`src/rtl/mmu_pkg.sv`:
```
package mmu_pkg;
  localparam logic [7:0] NO_PAGE       = 8'h80;
  localparam logic [7:0] ACK_CLEARABLE = 8'hD6;

  localparam int IB_RX    = 0;
  localparam int IB_TX    = 1;
  localparam int IB_TXE   = 2;
  localparam int IB_ALLOC = 3;
  localparam int IB_OVRN  = 4;

  typedef enum logic [2:0] {
    CMD_NOP        = 3'd0,
    CMD_ALLOC      = 3'd1,
    CMD_RESET      = 3'd2,
    CMD_RXPOP      = 3'd3,
    CMD_RXPOP_FREE = 3'd4,
    CMD_FREE       = 3'd5,
    CMD_TXQ        = 3'd6,
    CMD_TXCLR      = 3'd7
  } mmu_cmd_e;
endpackage

```
`src/rtl/page_alloc.sv`:
```
module page_alloc #(
  parameter int N  = 4,
  parameter int PW = 2,
  parameter int CW = 3
) (
  input  logic          clk,
  input  logic          rst,
  input  logic          clr,
  input  logic          rel,
  input  logic [PW-1:0] rel_idx,
  input  logic          alloc,
  output logic          alloc_ok,
  output logic [PW-1:0] alloc_idx,
  output logic [CW-1:0] used_cnt
);
  logic [N-1:0] bm_q, after_rel, bm_n;
  logic         any_free;

  // release is applied first, so a retry in the same cycle sees the freed page
  always_comb begin
    after_rel = bm_q;
    if (rel) after_rel[rel_idx] = 1'b0;
    any_free  = 1'b0;
    alloc_idx = '0;
    for (int i = N - 1; i >= 0; i--) begin
      if (!after_rel[i]) begin
        any_free  = 1'b1;
        alloc_idx = PW'(i);
      end
    end
    alloc_ok = alloc && any_free;
    bm_n = after_rel;
    if (alloc_ok) bm_n[alloc_idx] = 1'b1;
  end

  always_comb begin
    used_cnt = '0;
    for (int i = 0; i < N; i++) used_cnt = used_cnt + CW'(bm_q[i]);
  end

  always_ff @(posedge clk) begin
    if (rst || clr) bm_q <= '0;
    else            bm_q <= bm_n;
  end
endmodule

```
`src/rtl/page_queue.sv`:
```
module page_queue #(
  parameter int DEPTH = 4,
  parameter int W     = 2,
  parameter int CW    = 3
) (
  input  logic          clk,
  input  logic          rst,
  input  logic          clr,
  input  logic          push,
  input  logic [W-1:0]  din,
  input  logic          pop,
  output logic [W-1:0]  head,
  output logic [CW-1:0] cnt,
  output logic [CW-1:0] cnt_nxt
);
  localparam int AW = (DEPTH > 1) ? $clog2(DEPTH) : 1;

  logic [W-1:0]  mem [DEPTH];
  logic [AW-1:0] wp_q, rp_q;
  logic          do_push, do_pop;

  assign do_push = push && (cnt != CW'(DEPTH));
  assign do_pop  = pop && (cnt != '0);
  assign head    = mem[rp_q];

  always_comb begin
    if (clr) cnt_nxt = '0;
    else     cnt_nxt = cnt + CW'(do_push) - CW'(do_pop);
  end

  // storage without reset so it maps onto distributed or block RAM
  always_ff @(posedge clk) begin
    if (do_push && !clr) mem[wp_q] <= din;
  end

  always_ff @(posedge clk) begin
    if (rst || clr) begin
      wp_q <= '0;
      rp_q <= '0;
      cnt  <= '0;
    end else begin
      if (do_push) wp_q <= (wp_q == AW'(DEPTH - 1)) ? '0 : wp_q + 1'b1;
      if (do_pop)  rp_q <= (rp_q == AW'(DEPTH - 1)) ? '0 : rp_q + 1'b1;
      cnt <= cnt_nxt;
    end
  end
endmodule

```
`src/rtl/pkt_page_mmu.sv`:
```
module pkt_page_mmu
  import mmu_pkg::*;
#(
  parameter int NUM_PAGES = 4
) (
  input  logic       clk,
  input  logic       rst,
  input  logic       cmd_wr,
  input  logic [7:0] cmd_byte,
  input  logic       pnum_wr,
  input  logic [7:0] pnum_in,
  input  logic       ack_wr,
  input  logic [7:0] ack_in,
  input  logic       mask_wr,
  input  logic [7:0] mask_in,
  input  logic       rx_req,
  input  logic       tx_en,
  input  logic       auto_rel,
  output logic       rx_resp_vld,
  output logic [7:0] rx_resp_page,
  output logic       tx_strobe,
  output logic [7:0] tx_page,
  output logic       irq,
  output logic [7:0] int_status,
  output logic [7:0] int_mask,
  output logic [7:0] pnum,
  output logic [7:0] alloc_result,
  output logic [7:0] done_head,
  output logic [7:0] rx_head,
  output logic [7:0] mem_pages,
  output logic [7:0] used_pages
);
  localparam int PW = (NUM_PAGES > 1) ? $clog2(NUM_PAGES) : 1;
  localparam int CW = $clog2(NUM_PAGES + 1);

  mmu_cmd_e      cmd;
  logic          unused_cmd_low;
  logic [PW-1:0] rx_hd, tx_hd, dn_hd, rel_idx, alloc_idx;
  logic [CW-1:0] rx_cnt, txq_cnt, done_cnt, rx_cnt_n, txq_cnt_n, done_cnt_n, used_cnt;
  logic          rx_empty, rx_full, tx_empty;
  logic          rx_take, tx_take, rel, retry, alloc_req, alloc_ok, a_clr, rx_push;
  logic          q_clr_tx;
  logic [7:0]    st_q, st_n, mask_q, mask_n, pnum_q, res_q, res_n;
  logic          pend_q, pend_n, irq_q;
  logic          rxv_q, txs_q;
  logic [7:0]    rxp_q, txp_q;

  assign cmd            = cmd_wr ? mmu_cmd_e'(cmd_byte[7:5]) : CMD_NOP;
  assign unused_cmd_low = ^cmd_byte[4:0];

  assign rx_empty = (rx_cnt == '0);
  assign rx_full  = (rx_cnt == CW'(NUM_PAGES));
  assign tx_empty = (txq_cnt == '0);

  // arbitration: host command, then receive request, then a transmit step
  assign rx_take = rx_req && !cmd_wr;
  assign tx_take = tx_en && !tx_empty && !cmd_wr && !rx_req;

  always_comb begin
    rel     = 1'b0;
    rel_idx = '0;
    case (cmd)
      CMD_RXPOP_FREE: if (!rx_empty) begin
        rel     = 1'b1;
        rel_idx = rx_hd;
      end
      CMD_FREE: begin
        rel     = 1'b1;
        rel_idx = pnum_q[PW-1:0];
      end
      default: ;
    endcase
    if (tx_take && auto_rel) begin
      rel     = 1'b1;
      rel_idx = tx_hd;
    end
  end

  assign retry     = rel && pend_q;
  assign alloc_req = (cmd == CMD_ALLOC) || retry || (rx_take && !rx_full);
  assign a_clr     = (cmd == CMD_RESET);
  assign rx_push   = rx_take && !rx_full && alloc_ok;
  assign q_clr_tx  = a_clr || (cmd == CMD_TXCLR);

  page_alloc #(.N(NUM_PAGES), .PW(PW), .CW(CW)) u_alloc (
    .clk(clk), .rst(rst), .clr(a_clr),
    .rel(rel), .rel_idx(rel_idx),
    .alloc(alloc_req), .alloc_ok(alloc_ok), .alloc_idx(alloc_idx),
    .used_cnt(used_cnt)
  );

  page_queue #(.DEPTH(NUM_PAGES), .W(PW), .CW(CW)) u_rxq (
    .clk(clk), .rst(rst), .clr(a_clr),
    .push(rx_push), .din(alloc_idx),
    .pop((cmd == CMD_RXPOP) || (cmd == CMD_RXPOP_FREE)),
    .head(rx_hd), .cnt(rx_cnt), .cnt_nxt(rx_cnt_n)
  );

  page_queue #(.DEPTH(NUM_PAGES), .W(PW), .CW(CW)) u_txq (
    .clk(clk), .rst(rst), .clr(q_clr_tx),
    .push(cmd == CMD_TXQ), .din(pnum_q[PW-1:0]),
    .pop(tx_take),
    .head(tx_hd), .cnt(txq_cnt), .cnt_nxt(txq_cnt_n)
  );

  page_queue #(.DEPTH(NUM_PAGES), .W(PW), .CW(CW)) u_doneq (
    .clk(clk), .rst(rst), .clr(q_clr_tx),
    .push(tx_take && !auto_rel), .din(tx_hd),
    .pop(ack_wr && ack_in[IB_TX]),
    .head(dn_hd), .cnt(done_cnt), .cnt_nxt(done_cnt_n)
  );

  always_comb begin
    st_n = st_q;
    if (ack_wr) st_n = st_n & ~(ack_in & ACK_CLEARABLE);
    if (cmd == CMD_ALLOC)      st_n[IB_ALLOC] = alloc_ok;
    else if (retry && alloc_ok) st_n[IB_ALLOC] = 1'b1;
    if (rx_push)               st_n[IB_RX]   = 1'b1;
    if (rx_req && !rx_push)    st_n[IB_OVRN] = 1'b1;
    if ((cmd == CMD_RXPOP) || (cmd == CMD_RXPOP_FREE))
      st_n[IB_RX] = (rx_cnt_n != '0);
    if (txq_cnt_n == '0)       st_n[IB_TXE] = 1'b1;
    if (done_cnt_n != '0)      st_n[IB_TX]  = 1'b1;
  end

  always_comb begin
    pend_n = pend_q;
    res_n  = res_q;
    if (cmd == CMD_ALLOC) begin
      pend_n = !alloc_ok;
      res_n  = alloc_ok ? 8'(alloc_idx) : NO_PAGE;
    end else if (retry) begin
      pend_n = !alloc_ok;
      if (alloc_ok) res_n = 8'(alloc_idx);
    end
    if (a_clr) begin
      pend_n = 1'b0;
      res_n  = NO_PAGE;
    end
  end

  assign mask_n = mask_wr ? mask_in : mask_q;

  always_ff @(posedge clk) begin
    if (rst) begin
      st_q   <= 8'h01 << IB_TXE;
      mask_q <= '0;
      pnum_q <= '0;
      res_q  <= NO_PAGE;
      pend_q <= 1'b0;
      irq_q  <= 1'b0;
      rxv_q  <= 1'b0;
      rxp_q  <= NO_PAGE;
      txs_q  <= 1'b0;
      txp_q  <= '0;
    end else begin
      st_q   <= st_n;
      mask_q <= mask_n;
      if (pnum_wr) pnum_q <= pnum_in;
      res_q  <= res_n;
      pend_q <= pend_n;
      irq_q  <= |(st_n & mask_n);
      rxv_q  <= rx_req;
      rxp_q  <= rx_push ? 8'(alloc_idx) : NO_PAGE;
      txs_q  <= tx_take;
      if (tx_take) txp_q <= 8'(tx_hd);
    end
  end

  assign rx_resp_vld  = rxv_q;
  assign rx_resp_page = rxp_q;
  assign tx_strobe    = txs_q;
  assign tx_page      = txp_q;
  assign irq          = irq_q;
  assign int_status   = st_q;
  assign int_mask     = mask_q;
  assign pnum         = pnum_q;
  assign alloc_result = res_q;
  assign done_head    = (done_cnt == '0) ? NO_PAGE : 8'(dn_hd);
  assign rx_head      = rx_empty ? NO_PAGE : 8'(rx_hd);
  assign mem_pages    = 8'(NUM_PAGES);
  assign used_pages   = 8'(used_cnt);
endmodule

```
`config.mk`:
```
export PLATFORM = sky130hd
export DESIGN_NAME = pkt_page_mmu
export DESIGN_NICKNAME = d
export VERILOG_FILES = /design/src/rtl/mmu_pkg.sv /design/src/rtl/page_alloc.sv /design/src/rtl/page_queue.sv /design/src/rtl/pkt_page_mmu.sv
export SDC_FILE = /design/constraint.sdc
export NUM_CORES = 1
export LEC_CHECK = 0
export ABC_CLOCK_PERIOD_IN_PS = 3800
export BUFFER_PORTS_ARGS = -buffer_cell sky130_fd_sc_hd__clkbuf_2
export CORE_MARGIN = 2
export CORE_UTILIZATION = 35
export DETAILED_ROUTE_END_ITERATION = 8
export GPL_TIMING_DRIVEN = 1
export HOLD_SLACK_MARGIN = 0.03
export PLACE_DENSITY_LB_ADDON = 0.25
export SYNTH_ARGS = -nofsm -noshare
export SYNTH_HDL_FRONTEND = slang
export SYNTH_SLANG_ARGS = --single-unit
```
`constraint.sdc`:
```
create_clock -name clk -period 3.8 [get_ports clk]
set_input_delay 0.38 -clock clk [delete_from_list [all_inputs] [get_ports clk]]
set_output_delay 0.38 -clock clk [all_outputs]
set_load 0.02 [all_outputs]
```
==> results.yml <==
logic_synthesis:
  syn_area_per_cell_um2: 10.7
  async_flop_share_pct: 0
  ys.flop_type: "dfxtp_1"
  synth_fa_ha_area_share_pct: 8.51
  postSynthCellCount: 403
  synth_top_area_share_pct: 30.6
  synth_edf_count: 24
  ys_types: 64
  yosysWarningCount: 0
  synth_xor_area_share_pct: 1.36
  synth_area_leaders: "dfxtp_1, edfxtp_1, buf_4"
  synth_top_family_by_area: "simple AND/OR/NAND/NOR gates"
  synth_area_mm2: 0.00432
  synth-simple-area-share_pct: 14.8
  synth_top_area_cell: "dfxtp_1"
  synth_mux_area_share_pct: 9.55
  synth-compound-area-share_pct: 8.62
  yosysSeqAreaShare_pct: 47.2
  ys_seq_elements: 90
die:
  die_x_um: 115
  dieArea_mm2: 0.0133
  core.rowCount: 40
  io_pins: 124
  start_util_pct: 36.0
  core_area_mm2: 0.0120
  die_y_um: 115
timing:
  fin_hold_ws_ns: 0.273
  timing.final.crit_share_pct: 86.1
  rsz0062_at_grt: "false"
  tightest_slew_ns: 0.622
  fin_crit_ns: 3.27
  maxSlewHeadroom_pct: 58.5
  report.final.slew_viol_count: 0
  setup_viol: 0
  finalHoldViolations: 0
  timing.fmax_mhz: 306
  timing.setup.tns_ns: 0
  fin_worst_skew_ns: 0.0113
flow_run:
  maxCapViolCount: 0
clock_tree:
  cts_max_level: 3
  cts-root-buf: "clkbuf_16"
  cts_tree: "yes"
  cts_sinks: 90
  clk_pin_slew_worst_paths_ns: 0.07
  cts_setup_buffers: 0
  clockBufferDepth: 2
  cts_made_buffers: 9
  clk_latency_ns: 0.35
  cts_resized: 0
  ctsHoldBuffers: 0
run_status:
  status: "completed"
placed_design:
  dp_hpwl_um: 6590
  io_buffers: 75
  place_congestion: 0.770
  place_area_mm2: 0.00473
finish:
  drive_gt1_share_pct: 22.9
  final-seq-area_mm2: 0.00204
  postLayoutCoreUtil_pct: 41.8
  nets: 552
  n_antenna_cell: 0
  stdcell_area_mm2: 0.00502
  multiInputGateArea_mm2: 0.00200
  fillers: 1162
  final_cell_mix: "clkbuf_2, dfxtp_1, nor2_1, conb_1, mux2i_1"
  final_common_cell: "clkbuf_2"
  areaGrowthSynthToFinish_pct: 16.2
route:
  vias: 2947
  wl_met3_um: 542
  wl_met1_um: 4240
  drt_wl_total_um: 8600
  wl_per_cell_um: 13.5
  wl_met2_um: 3640
  drtIter0Drc: 95
  remaining_drc_errors: 0
  antenna_left: 0
  viasPerCell: 4.63
  top_layer_used: "met4"
  dr.pass1.iters: 4
global_route:
  grt.total_usage_pct: 13.8
  grt_pass1_vias: 2865
  antenna_found_initial: 0
  grt_max_degree: 28
  overflow: 0
  grt_pass1_wl_um: 14100
power_and_ir_drop:
  power_density_mw_per_mm2: 478
  p_leak_nw: 2.26
  max-vdd-ir-drop_mv: 0.270
  p_total_mw: 2.40
worst_setup_path:
  crit_path_end_kind: "flip-flop"
  worstSetupPathType: "reg -> reg"
  r2r_slack_ns: 0.53
  cp_data_required_time_ns: 4.03
  worstPathArrival_ns: 3.50
  start_kind: "flip-flop"
  cp_max_fo: 7
  rr_startpoint: "u_rxq.cnt[2]"
  worstRegToRegCells: 14
  rr_endpoint: "irq"
hold_path:
  min-delay-start: "pnum_in[4]"
  hold_depth: 3
  min_path_type: "in -> reg"
  min_to: "pnum[4]"
==> worst max-delay path, stage by stage (launching register included) <==
cell and delay (ns):
dfxtp_1 0.35, or4_1 0.56, a32oi_2 0.25, nand4_1 0.25
nand2_2 0.24, inv_1 0.12, ha_1 0.19, inv_1 0.06
fa_1 0.17, xor2_1 0.18, xnor2_1 0.16, nand3b_1 0.10
mux2i_1 0.18, a21boi_1 0.09, a221o_1 0.26
==> layout make-up <==
cell class / instances / area share [%]
clock buffers: 11 / 5.05
clock inverters: 5 / 0.822
inverters: 23 / 1.72
multi-input cells: 280 / 39.9
flip-flops and latches: 90 / 40.6
well taps: 147 / 3.66
repair buffers: 80 / 8.22
==> state kept, by name (all words and copies together) (netlist names), 2 cells and up, named ones only <==
signal and count:
u_rxq.cnt 3, u_alloc.bm_q 4, u_txq.mem 8, u_txq.wp_q 2, u_doneq.wp_q 2, u_rxq.mem 8, u_doneq.cnt 3, u_rxq.wp_q 2
int_mask 8, rx_resp_page 3, int_status 7, u_doneq.rp_q 2, u_txq.rp_q 2, alloc_result 3, pnum 8, u_doneq.mem 8
u_txq.cnt 3, tx_page 2, u_rxq.rp_q 2
==> stage by stage <==
stage | std cells | setup WS, ns
after floorplan | 441 | 0.607
after global placement | 620 | 0.361
after detailed placement | 620 | 0.263
after CTS | 636 | 0.511
after global routing | 636 | 0.277
final | 636 | 0.528
==> logic make-up after synthesis <==
group / Yosys count
XOR/XNOR: 5
buffers and inverters: 71
flip-flops: 90
AO/OA/AOI/OAI: 48
AND/OR/NAND/NOR: 127
adder cells (fa/ha/maj): 27
other: 2
multiplexers: 33
==> cell usage after synthesis (all sizes together), types with 6 or more instances <==
cell,n
nor2b,7
a21oi,14
mux2i,27
mux4,6
and2,11
nand2b,6
and3,11
edfxtp,24
nand2,26
ha,23
clkbuf,6
buf,42
dfxtp,66
nor2,47
inv,23
==> routing by layer <==
metal | GRT usage, % | vias to the layer above
met2 | 20.2 | 86
met1 | 18.7 | 1366
met5 | 0 | -
li1 | - | 1482
met3 | 4.38 | 13
met4 | 6.10 | 0
==> how the worst max path moves through the flow <==
stage	end	slack, ns	startpoint
floorplan	irq	0.61	u_doneq.cnt[0]
global placement	irq	0.36	cmd_byte[5]
detailed placement	irq	0.26	cmd_byte[5]
CTS	irq	0.51	u_rxq.cnt[2]
global route	irq	0.28	u_rxq.cnt[2]
finish	irq	0.53	u_rxq.cnt[2]
==> report_power, final <==
part / total [mW] / internal, mW / switching (mW) / leakage (nW)
Sequential: 1.08 / 1.03 / 0.0407 / 0.760
Combinational: 0.456 / 0.171 / 0.285 / 1.36
Clock: 0.871 / 0.491 / 0.381 / 0.146
Note: power is estimated with default switching activity, not from simulation.
